**src/rtl/vlen_pkg.sv**
```systemverilog
package vlen_pkg;

    // Controller states: wait for a trigger, or load the recomputed length.
    typedef enum logic {
        ST_IDLE = 1'b0,
        ST_CALC = 1'b1
    } vlen_state_e;

endpackage

```
**src/rtl/vlen_fields.sv**
```systemverilog
// Per-level length fields. Level 0 has no storage and always reads zero.
module vlen_fields #(
    parameter int LEN_W   = 4,
    parameter int NUM_LVL = 4,
    parameter int DATA_W  = 32
) (
    input  logic                               clk,
    input  logic                               rst_n,
    input  logic                               wr_en,
    input  logic [$clog2(NUM_LVL)-1:0]         wr_sel,
    input  logic [LEN_W-1:0]                   wr_len,
    input  logic [$clog2(NUM_LVL)-1:0]         rd_sel,
    output logic [DATA_W-1:0]                  rd_data,
    output logic [NUM_LVL-1:0][LEN_W-1:0]      fields
);

    localparam int LVL_W = $clog2(NUM_LVL);

    for (genvar g = 0; g < NUM_LVL; g++) begin : g_lvl
        if (g == 0) begin : g_none
            assign fields[g] = '0;
        end else begin : g_store
            logic [LEN_W-1:0] len_q;
            always_ff @(posedge clk) begin
                if (!rst_n) begin
                    len_q <= '0;
                end else if (wr_en && wr_sel == LVL_W'(g)) begin
                    len_q <= wr_len;
                end
            end
            assign fields[g] = len_q;
        end
    end

    always_comb begin
        rd_data = '0;
        rd_data[LEN_W-1:0] = fields[rd_sel];
    end

endmodule

```
**src/rtl/vlen_min.sv**
```systemverilog
// Smallest field among the levels that constrain the given level.
module vlen_min #(
    parameter int LEN_W   = 4,
    parameter int NUM_LVL = 4
) (
    input  logic [$clog2(NUM_LVL)-1:0]         lvl,
    input  logic [NUM_LVL-1:0][LEN_W-1:0]      fields,
    output logic [LEN_W-1:0]                   min_len
);

    always_comb begin
        min_len = '1;
        for (int i = 1; i < NUM_LVL; i++) begin
            if (i >= int'(lvl) && fields[i] < min_len) begin
                min_len = fields[i];
            end
        end
    end

endmodule

```
**src/rtl/vlen_round.sv**
```systemverilog
// Round a requested length down to the largest supported one.
module vlen_round #(
    parameter int                       LEN_W         = 4,
    parameter logic [(1<<LEN_W)-1:0]    SUPPORTED_MAP = '1
) (
    input  logic [LEN_W-1:0]  req_len,
    output logic [LEN_W:0]    units
);

    localparam int MAX_UNITS = 1 << LEN_W;
    localparam int UNIT_W    = LEN_W + 1;

    always_comb begin
        units = UNIT_W'(1);
        for (int i = 0; i < MAX_UNITS; i++) begin
            if (SUPPORTED_MAP[i] && i <= int'(req_len)) begin
                units = UNIT_W'(i + 1);
            end
        end
    end

endmodule

```
**src/rtl/vlen_resolver.sv**
```systemverilog
// Effective vector length resolver: field storage, level tracking and
// a two-state controller that refreshes the cached length.
module vlen_resolver
    import vlen_pkg::*;
#(
    parameter int                       LEN_W         = 4,
    parameter int                       NUM_LVL       = 4,
    parameter int                       DATA_W        = 32,
    parameter logic [(1<<LEN_W)-1:0]    SUPPORTED_MAP = 16'h808B
) (
    input  logic                        clk,
    input  logic                        rst_n,
    input  logic [$clog2(NUM_LVL)-1:0]  cur_lvl,
    input  logic                        reg_wr,
    input  logic [$clog2(NUM_LVL)-1:0]  reg_sel,
    input  logic [DATA_W-1:0]           reg_wdata,
    output logic [DATA_W-1:0]           reg_rdata,
    output logic [LEN_W:0]              eff_len,
    output logic                        eff_valid
);

    localparam int LVL_W  = $clog2(NUM_LVL);
    localparam int UNIT_W = LEN_W + 1;

    vlen_state_e                    state, state_nxt;
    logic [LVL_W-1:0]               lvl_q;
    logic [NUM_LVL-1:0][LEN_W-1:0]  fields;
    logic [LEN_W-1:0]               min_len;
    logic [UNIT_W-1:0]              units;
    logic                           lvl_chg, wr_hit, trig;
    logic                           unused_wdata_hi;

    assign unused_wdata_hi = ^reg_wdata[DATA_W-1:LEN_W];

    vlen_fields #(.LEN_W(LEN_W), .NUM_LVL(NUM_LVL), .DATA_W(DATA_W)) u_fields (
        .clk     (clk),
        .rst_n   (rst_n),
        .wr_en   (reg_wr),
        .wr_sel  (reg_sel),
        .wr_len  (reg_wdata[LEN_W-1:0]),
        .rd_sel  (reg_sel),
        .rd_data (reg_rdata),
        .fields  (fields)
    );

    vlen_min #(.LEN_W(LEN_W), .NUM_LVL(NUM_LVL)) u_min (
        .lvl     (lvl_q),
        .fields  (fields),
        .min_len (min_len)
    );

    vlen_round #(.LEN_W(LEN_W), .SUPPORTED_MAP(SUPPORTED_MAP)) u_round (
        .req_len (min_len),
        .units   (units)
    );

    // Trigger: new level, or a write to a field that constrains this level.
    assign lvl_chg = (cur_lvl != lvl_q);
    assign wr_hit  = reg_wr && (reg_sel != '0) && (reg_sel >= lvl_q);
    assign trig    = lvl_chg || wr_hit;

    always_ff @(posedge clk) begin
        if (!rst_n) begin
            state <= ST_IDLE;
            lvl_q <= '0;
        end else begin
            state <= state_nxt;
            lvl_q <= cur_lvl;
        end
    end

    always_comb begin
        state_nxt = state;
        unique case (state)
            ST_IDLE: if (trig) state_nxt = ST_CALC;
            ST_CALC: state_nxt = trig ? ST_CALC : ST_IDLE;
            default: state_nxt = ST_IDLE;
        endcase
    end

    // Outputs: the cached length is loaded only on leaving a CALC cycle.
    always_ff @(posedge clk) begin
        if (!rst_n) begin
            eff_len   <= UNIT_W'(1);
            eff_valid <= 1'b0;
        end else if (state == ST_CALC) begin
            eff_len   <= units;
            eff_valid <= 1'b1;
        end else begin
            eff_valid <= 1'b0;
        end
    end

endmodule

```
**config.mk**
```make
export PLATFORM = sky130hd
export DESIGN_NAME = vlen_resolver
export DESIGN_NICKNAME = d
export VERILOG_FILES = /design/src/rtl/vlen_pkg.sv /design/src/rtl/vlen_fields.sv /design/src/rtl/vlen_min.sv /design/src/rtl/vlen_round.sv /design/src/rtl/vlen_resolver.sv
export SDC_FILE = /design/constraint.sdc
export NUM_CORES = 1
export LEC_CHECK = 0
export ABC_CLOCK_PERIOD_IN_PS = 6660
export BUFFER_PORTS_ARGS = -buffer_cell sky130_fd_sc_hd__buf_2
export CORE_MARGIN = 4
export CORE_UTILIZATION = 40
export DETAILED_ROUTE_END_ITERATION = 12
export GPL_TIMING_DRIVEN = 1
export PLACE_DENSITY = 0.71
export SLEW_MARGIN = 10
export SYNTH_ARGS = -nofsm -noshare
export SYNTH_HDL_FRONTEND = slang
export SYNTH_HIERARCHICAL = 1
export SYNTH_SLANG_ARGS = --single-unit
```
**constraint.sdc**
```tcl
create_clock -name clk -period 6.66 [get_ports clk]
set_input_delay 0.666 -clock clk [delete_from_list [all_inputs] [get_ports clk]]
set_output_delay 0.666 -clock clk [all_outputs]
set_load 0.01 [all_outputs]
```
After elaboration in Yosys (flattened, before gate mapping):

Cells that the tools add are included.

* logic and storage cells: 42
* register bits: 21

* reductions and logical operators: 9
* eq/ne operators: 4
* mux-type cells: 11
* $lt $le $gt $ge: 11

Operators by type and width (count)
* $mux 4: 4
* $mux 5: 3
* $bmux 4 s2: 1
* $lt 4x4->1: 2
* $logic_and 1x1->1: 7
* $eq 2x2->1 const B: 2
* $le 1x4->1 const A: 1
* $le 2x4->1 const A: 1
* $le 3x4->1 const A: 1
* $le 4x4->1 const A: 1
* $lt 4x4->1 const B: 1
* $lt 2x3->1 const B: 1
* $eq 2x1->1 const B: 1
* $ge 1x2->1 const A: 1
* $ge 2x2->1: 1
* $ge 2x2->1 const A: 1
* $mux 1: 2
* $mux 2: 1
* $ne 2x2->1: 1
* $reduce_bool 2->1: 1
* $logic_or 1x1->1: 1

Logic depth before layout (Yosys ltp):

Gate-level depths: netlist of the first run.

* depth in word-level cells: 13
* gate-level depth with buffers: 17
* gate-level depth less buffers: 17

Modules after synthesis:

The synthesis of the first run kept the hierarchy.

Modules (own cells, without submodules)
* vlen_fields: times used 1, area each 784.5 µm², sequential area each 240.2 µm², cells each 87
* vlen_resolver: times used 1, area each 371.6 µm², sequential area each 180.2 µm², cells each 34
* vlen_min: times used 1, area each 329.1 µm², sequential area each 0.0 µm², cells each 42
* vlen_round: times used 1, area each 72.6 µm², sequential area each 0.0 µm², cells each 10

Least setup slack after synthesis of the first run:

No wires, ideal clock.

* kind: flip-flop to flip-flop
* start: register lvl_q[1]
* end: register eff_len[3]
* path buffers: 0
* setup slack: 3.005 ns
* arrival time: 3.539 ns
* cell stages (with the launch flop): 17
* period minus slack after synthesis: 3.655 ns
* library setup time: 0.116 ns
* cell sequence: dfxtp_1 > nor2_1 > ha_1 > nand2_1 > o41ai_2 > o21bai_4 > mux2_4 > ha_1 > o21ai_0 > a21oi_1 > nor2_1 > a211oi_4 > mux2i_1 > nand3_1 > xnor2_1 > mux2i_1 > nor2b_1

* word-level cells in the longest chain between the ends: 11

Ends and longest elaborated chain
* start: declaration: RTL line vlen_resolver.sv:26 `logic [LVL_W-1:0] lvl_q;`
* start signal: assignment: RTL line vlen_resolver.sv:68 `lvl_q <= cur_lvl;`
* $ge 1x2->1: RTL line vlen_min.sv:14 `if (i >= int'(lvl) && fields[i] < min_len) begin`
* $logic_and 1x1->1: RTL line vlen_min.sv:14
* $mux 4: RTL line vlen_min.sv:14
* $lt 4x4->1: RTL line vlen_min.sv:14
* $logic_and 1x1->1: RTL line vlen_min.sv:14
* $mux 4 *: RTL line vlen_min.sv:14
* $lt 4x4->1: RTL line vlen_min.sv:14
* $mux 4 *: RTL line vlen_min.sv:14
* via min_len[1]: RTL line vlen_resolver.sv:28 `logic [LEN_W-1:0] min_len;`
* $le 3x4->1: RTL line vlen_round.sv:16 `if (SUPPORTED_MAP[i] && i <= int'(req_len)) begin`
* $mux 5: RTL line vlen_round.sv:16
* $mux 5 *: RTL line vlen_round.sv:16
* via units[3]: RTL line vlen_resolver.sv:29 `logic [UNIT_W-1:0] units;`
* end signal: assignment: RTL line vlen_resolver.sv:87 `eff_len <= units;`
* end: declaration: RTL line vlen_resolver.sv:18 `output logic [LEN_W:0] eff_len,`

The timed path passes the listed nets; every way through them passes the cells marked *.
A chain may end at the register's enable or synchronous reset.

Final worst setup path of the first run:

Ends and elaborated chain as after synthesis.

==> impl_results.md, run 1 <==
- Status: finished, final reports clean
- Final HPWL DP: 2180 um
- Synth Warn #: 6
- Worst skew pair latency: 0.26 ns
- # IOs: 77
- Relative max-transition margin: 65.7%
- Reg2Reg Depth: 16
- Setup crit start kind: flip-flop
- First-pass DRT Iterations: 4
- Vias in the first global route: 922
- Total Wirelength: 2680 um
- Clock skew: 0.00533 ns
- Final worst path period need: 4.08 ns
- # DRC: 0
- Power, Total: 312 uW
- Hold Path Cell Cnt: 2
- CTS tree: yes
- # setup viols final: 0
- Pwr Density: 194 nW/um^2
- Nets: 237
- Number of diodes: 0
- DP Cell Count: 233
- RR Endpoint: eff_len[3]
- R2r setup slk: 2.58 ns
- Routed Antenna Nets: 0
- Antenna violations before repair: 0
- Clock-pin slew on the worst setup and hold paths: 0.08 ns
- Hold path startpoint: u_fields/g_lvl[1].g_store.len_q[3]
- CTS root buf: clkbuf_8
- Mapped cell area: 1530 um^2
- Critical path arrival: 4.24 ns
- Fin cells: 237
- Max_cap viols: 0
- DRT iter0 DRCs: 43
- Hold crit path type: flip-flop to flip-flop
- Post-CTS setup repair buffer count: 0
- Final Cycle Share: 61.2%
- Routed vias: 1,093
- Fillcell total: 376
- Met1 track demand over resource: 14.1%
- GRT Util Overall: 10.6%
- CTS max path bufs: 2
- Syn Area/Cell: 9.04 um^2
- Worst Tran Pin Value: 0.509 ns
- Remaining Overflow, GRT: 0
- Largest net degree at the start of global routing: 27
- Port-buffer cells: 20
- Initial core utilization: 41.4%
- Crit path launch: lvl_q[1]
- Post-cts resize count: 0
- Gr busiest metal: met2
- Max IR drop VDD: 0.000124 V
- H-tree Lvls: 1
- Avg WL per Cell: 11.3 um
- Width of the die: 69.8 um
- Final Max Slew Viols: 0
- Worst r2r src: lvl_q[1]
- Placed inst area: 1560 um^2
- DIE HEIGHT: 69.8 um
- Post-CTS Hold Buffers: 0
- Synthesis-to-finish area growth: 5.00%
- GP Congestion: 0.826
- Final Hold Violating Endpoints: 0
- CP required: 6.82 ns
- Worst hold endpoint: u_fields/g_lvl[1].g_store.len_q[3]
- DR vias/cell: 4.61
- Met2 Usage GRT: 17.0%
- Wire length of the first global-routing pass: 4330 um
- Leak Pwr: 0.797 nW
- CTS sink cnt: 21
- Met3 Use GR: 2.75%
- Worst Path Class, Setup: flip-flop to flip-flop
- Crit path max fanout: 8
- Fraction of layout cells with a size suffix above 1: 18.5%
- Max Clk Rate: 245 MHz
- TritonCTS Buffers: 3
- RSZ-0062 raised after global routing: false
- Setup total negative slack: 0 ns
- Core box area: 3690 um^2
- CP endpoint kind: flip-flop
- Final instance area: 1600 um^2
- Site Rows: 22
- Syn Inst Count: 169
- Post-Place Worst Slack: 2.61 ns
- Setup ws final: 2.58 ns
- Die area: 4870 um^2
==> per-layer routing <==
layer	vias up	wire length [um]
met3	2	146
li1	564	-
met5	-	0
met2	25	1310
met4	0	14
met1	502	1200
==> critical path, cell delays in order, from the launching register on <==
cell and delay (ns):
dfxtp_1 0.51, nor2_1 0.13, ha_1 0.35, nand2_1 0.08, o41ai_2 0.50, o21bai_4 0.25, mux2_4 0.32, ha_1 0.27
o21ai_0 0.07, a21oi_1 0.15, nor2_1 0.11, a211oi_4 0.27, mux2i_1 0.43, nand3_1 0.18, xnor2_1 0.16, mux2i_1 0.13
nor2b_1 0.06
==> metrics by stage <==
| stage | hold slack [ns] | utilization, % |
|---|---|---|
| after global placement | 0.457 | 42.2 |
| after CTS | 0.496 | 43.5 |
| final | 0.497 | 43.5 |
| after detailed placement | 0.484 | 42.2 |
| after floorplan | 0.448 | - |
| after global routing | 0.526 | 43.5 |
==> flip-flops by register name, summed over array words and instances, names as in the netlist <==
| signal | count |
|---|---|
| lvl_q | 2 |
| eff_valid | 1 |
| u_fields/g_lvl.g_store.len_q | 12 |
| eff_len | 5 |
| state | 1 |
==> layout by cell type (no fill, tap or decap), types with 2 or more instances in the layout <==
master     n
mux2i_1   19
nand2b_1   2
xnor2_1    2
ha_1       8
nor2b_1    5
xor2_1     2
and2_2     3
nand3_1    3
nor2_1     9
nor3_1     2
mux2_1     4
o21ai_0    3
conb_1    28
clkbuf_8   3
dfxtp_1   21
a21oi_1    3
nand2_1   19
nand3b_1   3
buf_2     20
a22o_1     4
inv_1      7
==> worst max-delay path by stage <==
stage	to	slack [ns]	depth (start not counted)
floorplan	eff_len[3]	3.01	16
global placement	eff_len[3]	2.66	16
detailed placement	eff_len[3]	2.61	16
CTS	eff_len[3]	2.54	16
global route	eff_len[3]	2.15	16
finish	eff_len[3]	2.58	16
==> area by class of cell <==
class / instances / area (um^2) / share of cell area [%]
clock buffer: 3 / 41.3 / 2.57
clock inverter: 1 / 7.51 / 0.468
timing repair buffer: 20 / 100 / 6.24
inverter: 7 / 26.3 / 1.64
sequential: 21 / 420 / 26.2
multi-input combinational: 137 / 948 / 59.1
tap: 48 / 60.1 / 3.74
==> where the power goes <==
part	switching, mW	leakage [nW]	internal [mW]
Combinational	0.0484	0.604	0.0388
Clock	0.0435	0.0217	0.0422
Sequential	0.00684	0.172	0.132
Total	0.0987	0.797	0.213
Note: power is estimated with default switching activity, not from simulation.
==> run 2: changes to the inputs <==
--- a/config.mk
+++ b/config.mk
@@ -5,13 +5,14 @@
 export SDC_FILE = /design/constraint.sdc
 export NUM_CORES = 1
 export LEC_CHECK = 0
-export ABC_CLOCK_PERIOD_IN_PS = 6660
+export ABC_AREA = 1
+export ABC_CLOCK_PERIOD_IN_PS = 3770
 export BUFFER_PORTS_ARGS = -buffer_cell sky130_fd_sc_hd__buf_2
 export CORE_MARGIN = 4
 export CORE_UTILIZATION = 40
 export DETAILED_ROUTE_END_ITERATION = 12
 export GPL_TIMING_DRIVEN = 1
-export PLACE_DENSITY = 0.71
+export PLACE_DENSITY = 0.7
 export SLEW_MARGIN = 10
 export SYNTH_ARGS = -nofsm -noshare
 export SYNTH_HDL_FRONTEND = slang
==> constraint.sdc (replaced) <==
create_clock -name clk -period 3.77 [get_ports clk]
set_input_delay 0.377 -clock clk [delete_from_list [all_inputs] [get_ports clk]]
set_output_delay 0.377 -clock clk [all_outputs]
set_load 0.01 [all_outputs]
==> run 2 against run 1 <==
Clock-buffer cell count increased by 1. Sequential share of layout area decreased by 1.3 points. Utilization increased by 1.2 points. Total power increased by 87%. Die area increased by 5.1%. Wire length increased by 9.4%. Clock power increased by 73%. Worst setup slack got worse by 1.8 ns.
==> impl_results.md, run 2 <==
- Met1 track demand over resource: 15.5% (+1.3 points)
- DR vias/cell: 4.30 (-6.7%)
- Final worst path period need: 3.02 ns (-1.06 ns)
- Setup total negative slack: 0 ns (unchanged)
- Syn Inst Count: 258 (+53%)
- Mapped cell area: 1620 um^2 (+5.8%)
- Remaining Overflow, GRT: 0 (unchanged)
- Setup crit start kind: flip-flop
- Gr busiest metal: met2
- Syn Area/Cell: 6.27 um^2 (-31%)
- CTS sink cnt: 21 (unchanged)
- Synthesis-to-finish area growth: 4.33%
- # IOs: 77 (unchanged)
- # DRC: 0 (unchanged)
- Slowest CP cell: dfxtp_1
- Synth Warn #: 6 (unchanged)
- Fin util: 44.7% (+1.2 points)
- Top cell family by delay on the critical path: simple AND/OR/NAND/NOR gates
- Commonest non-fill, non-tap cell in the layout: nand2_1
- Initial core utilization: 42.9% (+1.4 points)
- Regs by FF count: u_fields/g_lvl.g_store.len_q x12, eff_len x5, lvl_q x2
- Power, Total: 584 uW (+87%)
- Final Cycle Share: 80.0% (+19 points)
- Setup ws final: 0.753 ns (-1.83 ns)
- Final HPWL DP: 2370 um (+8.6%)
- Width of the die: 71.6 um (+2.5%)
- Fraction of layout cells with a size suffix above 1: 15.2% (-3.4 points)
- RSZ-0062 raised after global routing: false
- Worst Path Class, Setup: flip-flop to flip-flop
- Die area: 5120 um^2 (+5.1%)
- Crit path cell chain: nand2_1 > inv_1 > a211oi_1 > ha_1 > nand2_1 > nor2_2 > nand2_2 > nand2_4 > o21a_1 > ha_1 > inv_1 > a21oi_1 > nand2_2 > nand2_1 > nand2_1 > nand2_2 > nand2_1 > nand2_1 > nor2_1 > nor2_1 > nor2_1
- Post-Place Worst Slack: 0.768 ns (-1.84 ns)
- DRT iter0 DRCs: 55 (+28%)
- Worst r2r src: u_fields/g_lvl[1].g_store.len_q[0]
- Largest net degree at the start of global routing: 22 (-19%)
- Critical path depth: 21 (+5)
- CTS max path bufs: 2 (unchanged)
- Max IR drop VDD: 0.000226 V (+82%)
- Worst skew pair latency: 0.26 ns (about the same)
- DIE HEIGHT: 71.6 um (+2.5%)
- CTS root buf: clkbuf_8
- Number of diodes: 0 (unchanged)
- First-pass DRT Iterations: 4 (unchanged)
- Final Max Slew Viols: 0 (unchanged)
- Routed vias: 1,399 (+28%)
- Reg2Reg Depth: 21 (+5)
- Leak Pwr: 0.992 nW (+24%)
- Worst hold endpoint: lvl_q[0]
- Crit path max fanout: 7 (-1)
- Most frequent cells in the layout: 61 x nand2_1, 45 x nor2_1, 38 x inv_1, 28 x conb_1, 21 x dfxtp_1
- Nets: 325 (+37%)
- Hold Path Cell Cnt: 3 (+1)
- Avg WL per Cell: 9.01 um (-20%)
- Status: finished, final reports clean
- CP Buf/Inv Count: 2 (+2)
- Core box area: 3770 um^2 (+2.2%)
- Max Clk Rate: 331 MHz (+35%)
- Site Rows: 22 (unchanged)
- Post-CTS setup repair buffer count: 0 (unchanged)
- Multi-input gate area: 907 um^2 (-4.4%)
- Met3 Use GR: 1.68% (-1.1 points)
- Total Wirelength: 2930 um (+9.4%)
- Max_cap viols: 0 (unchanged)
- Clock skew: 0.00483 ns (-0.000501 ns)
- Critical path arrival: 3.17 ns (-1.07 ns)
- Post-cts resize count: 0 (unchanged)
- H-tree Lvls: 1 (unchanged)
- Fillcell total: 408 (+8.5%)
- Register with the most flip-flops: u_fields/g_lvl.g_store.len_q
- Post-CTS Hold Buffers: 0 (unchanged)
- CTS tree: yes
- Port-buffer cells: 20 (unchanged)
- # setup viols final: 0 (unchanged)
- Placed inst area: 1640 um^2 (+5.6%)
- Final Hold Violating Endpoints: 0 (unchanged)
- Wire length of the first global-routing pass: 5040 um (+16%)
- Routed Antenna Nets: 0 (unchanged)
- CP required: 3.92 ns (-2.90 ns)
- CP endpoint kind: flip-flop
- RR Endpoint: eff_len[3]
- Vias in the first global route: 1,212 (+31%)
- Critical Path Most Common Cell: nand2_1
- TritonCTS Buffers: 3 (unchanged)
- Hold path startpoint: cur_lvl[0]
- Max FFs per register: 12 (unchanged)
- Hold crit path type: input pin to flip-flop
- R2r setup slk: 0.75 ns (-1.83 ns)
- GP Congestion: 0.767 (-7.2%)
- FF+latch area: 420 um^2 (unchanged)
- Met2 Usage GRT: 20.2% (+3.2 points)
- Max incr delay on CP: 0.35 ns (-0.16 ns)
- Final instance area: 1690 um^2 (+5.1%)
- Clock-pin slew on the worst setup and hold paths: 0.08 ns (about the same)
- Pwr Density: 346 nW/um^2 (+78%)
- GRT Util Overall: 11.6% (+1.0 points)
- Antenna violations before repair: 0 (unchanged)
[run 2: changes by cell type in the layout (fill, tap and decap cells not counted), sizes merged, moves of 4 or more]
cell / before / now
nand2: 19 / 67
mux2: 5 / 0
a22o: 4 / 0
inv: 7 / 41
o21ai: 4 / 10
nand3: 3 / 16
mux2i: 19 / 0
nor2b: 5 / 0
a21oi: 4 / 8
nor2: 9 / 49
[run 2: worst max path at each step]
stage	end	slack (ns)	start
2_1_floorplan	eff_len[3]	1.04	u_fields/g_lvl[1].g_store.len_q[0]
3_3_place_gp	eff_len[3]	0.79	u_fields/g_lvl[1].g_store.len_q[0]
3_5_place_dp	eff_len[3]	0.77	u_fields/g_lvl[1].g_store.len_q[0]
4_1_cts	eff_len[3]	0.74	u_fields/g_lvl[1].g_store.len_q[0]
5_1_grt	eff_len[3]	0.39	u_fields/g_lvl[1].g_store.len_q[1]
6_report	eff_len[3]	0.75	u_fields/g_lvl[1].g_store.len_q[0]
[run 2: cell type report]
cell class	instances	share of cell area, %
Clock buffer	4	2.67
Inverter	41	9.12
Sequential cell	21	24.9
Tap cell	48	3.56
Timing Repair Buffer	20	5.93
Multi-Input combinational cell	191	53.8
[run 2: per-layer routing]
| metal | vias to the layer above | routed length (um) |
|---|---|---|
| met1 | 604 | 1340 |
| met5 | - | 0 |
| met2 | 34 | 1400 |
| met3 | 0 | 186 |
| met4 | 0 | 0 |
| li1 | 761 | - |
[run 2: report_power, final]
part           internal (mW)  total [mW]  switching, mW
sequential             0.237       0.250         0.0128
clock                 0.0752       0.148         0.0728
combinational         0.0659       0.186          0.120
[run 2: through the flow]
step | instances | hold WS [ns]
2_1_floorplan | 285 | 0.469
3_3_place_gp | 321 | 0.438
3_5_place_dp | 321 | 0.449
4_1_cts | 325 | 0.325
5_1_grt | 325 | 0.336
6_report | 325 | 0.331
[run 2: worst reg2reg max path, delay by kind of cell, from the launching register on]
family	cells	cell delay, ns
compound gates	3	0.78
buf+inv	2	0.08
fa+ha+maj	2	0.63
simple gates	14	1.07
flops	1	0.35
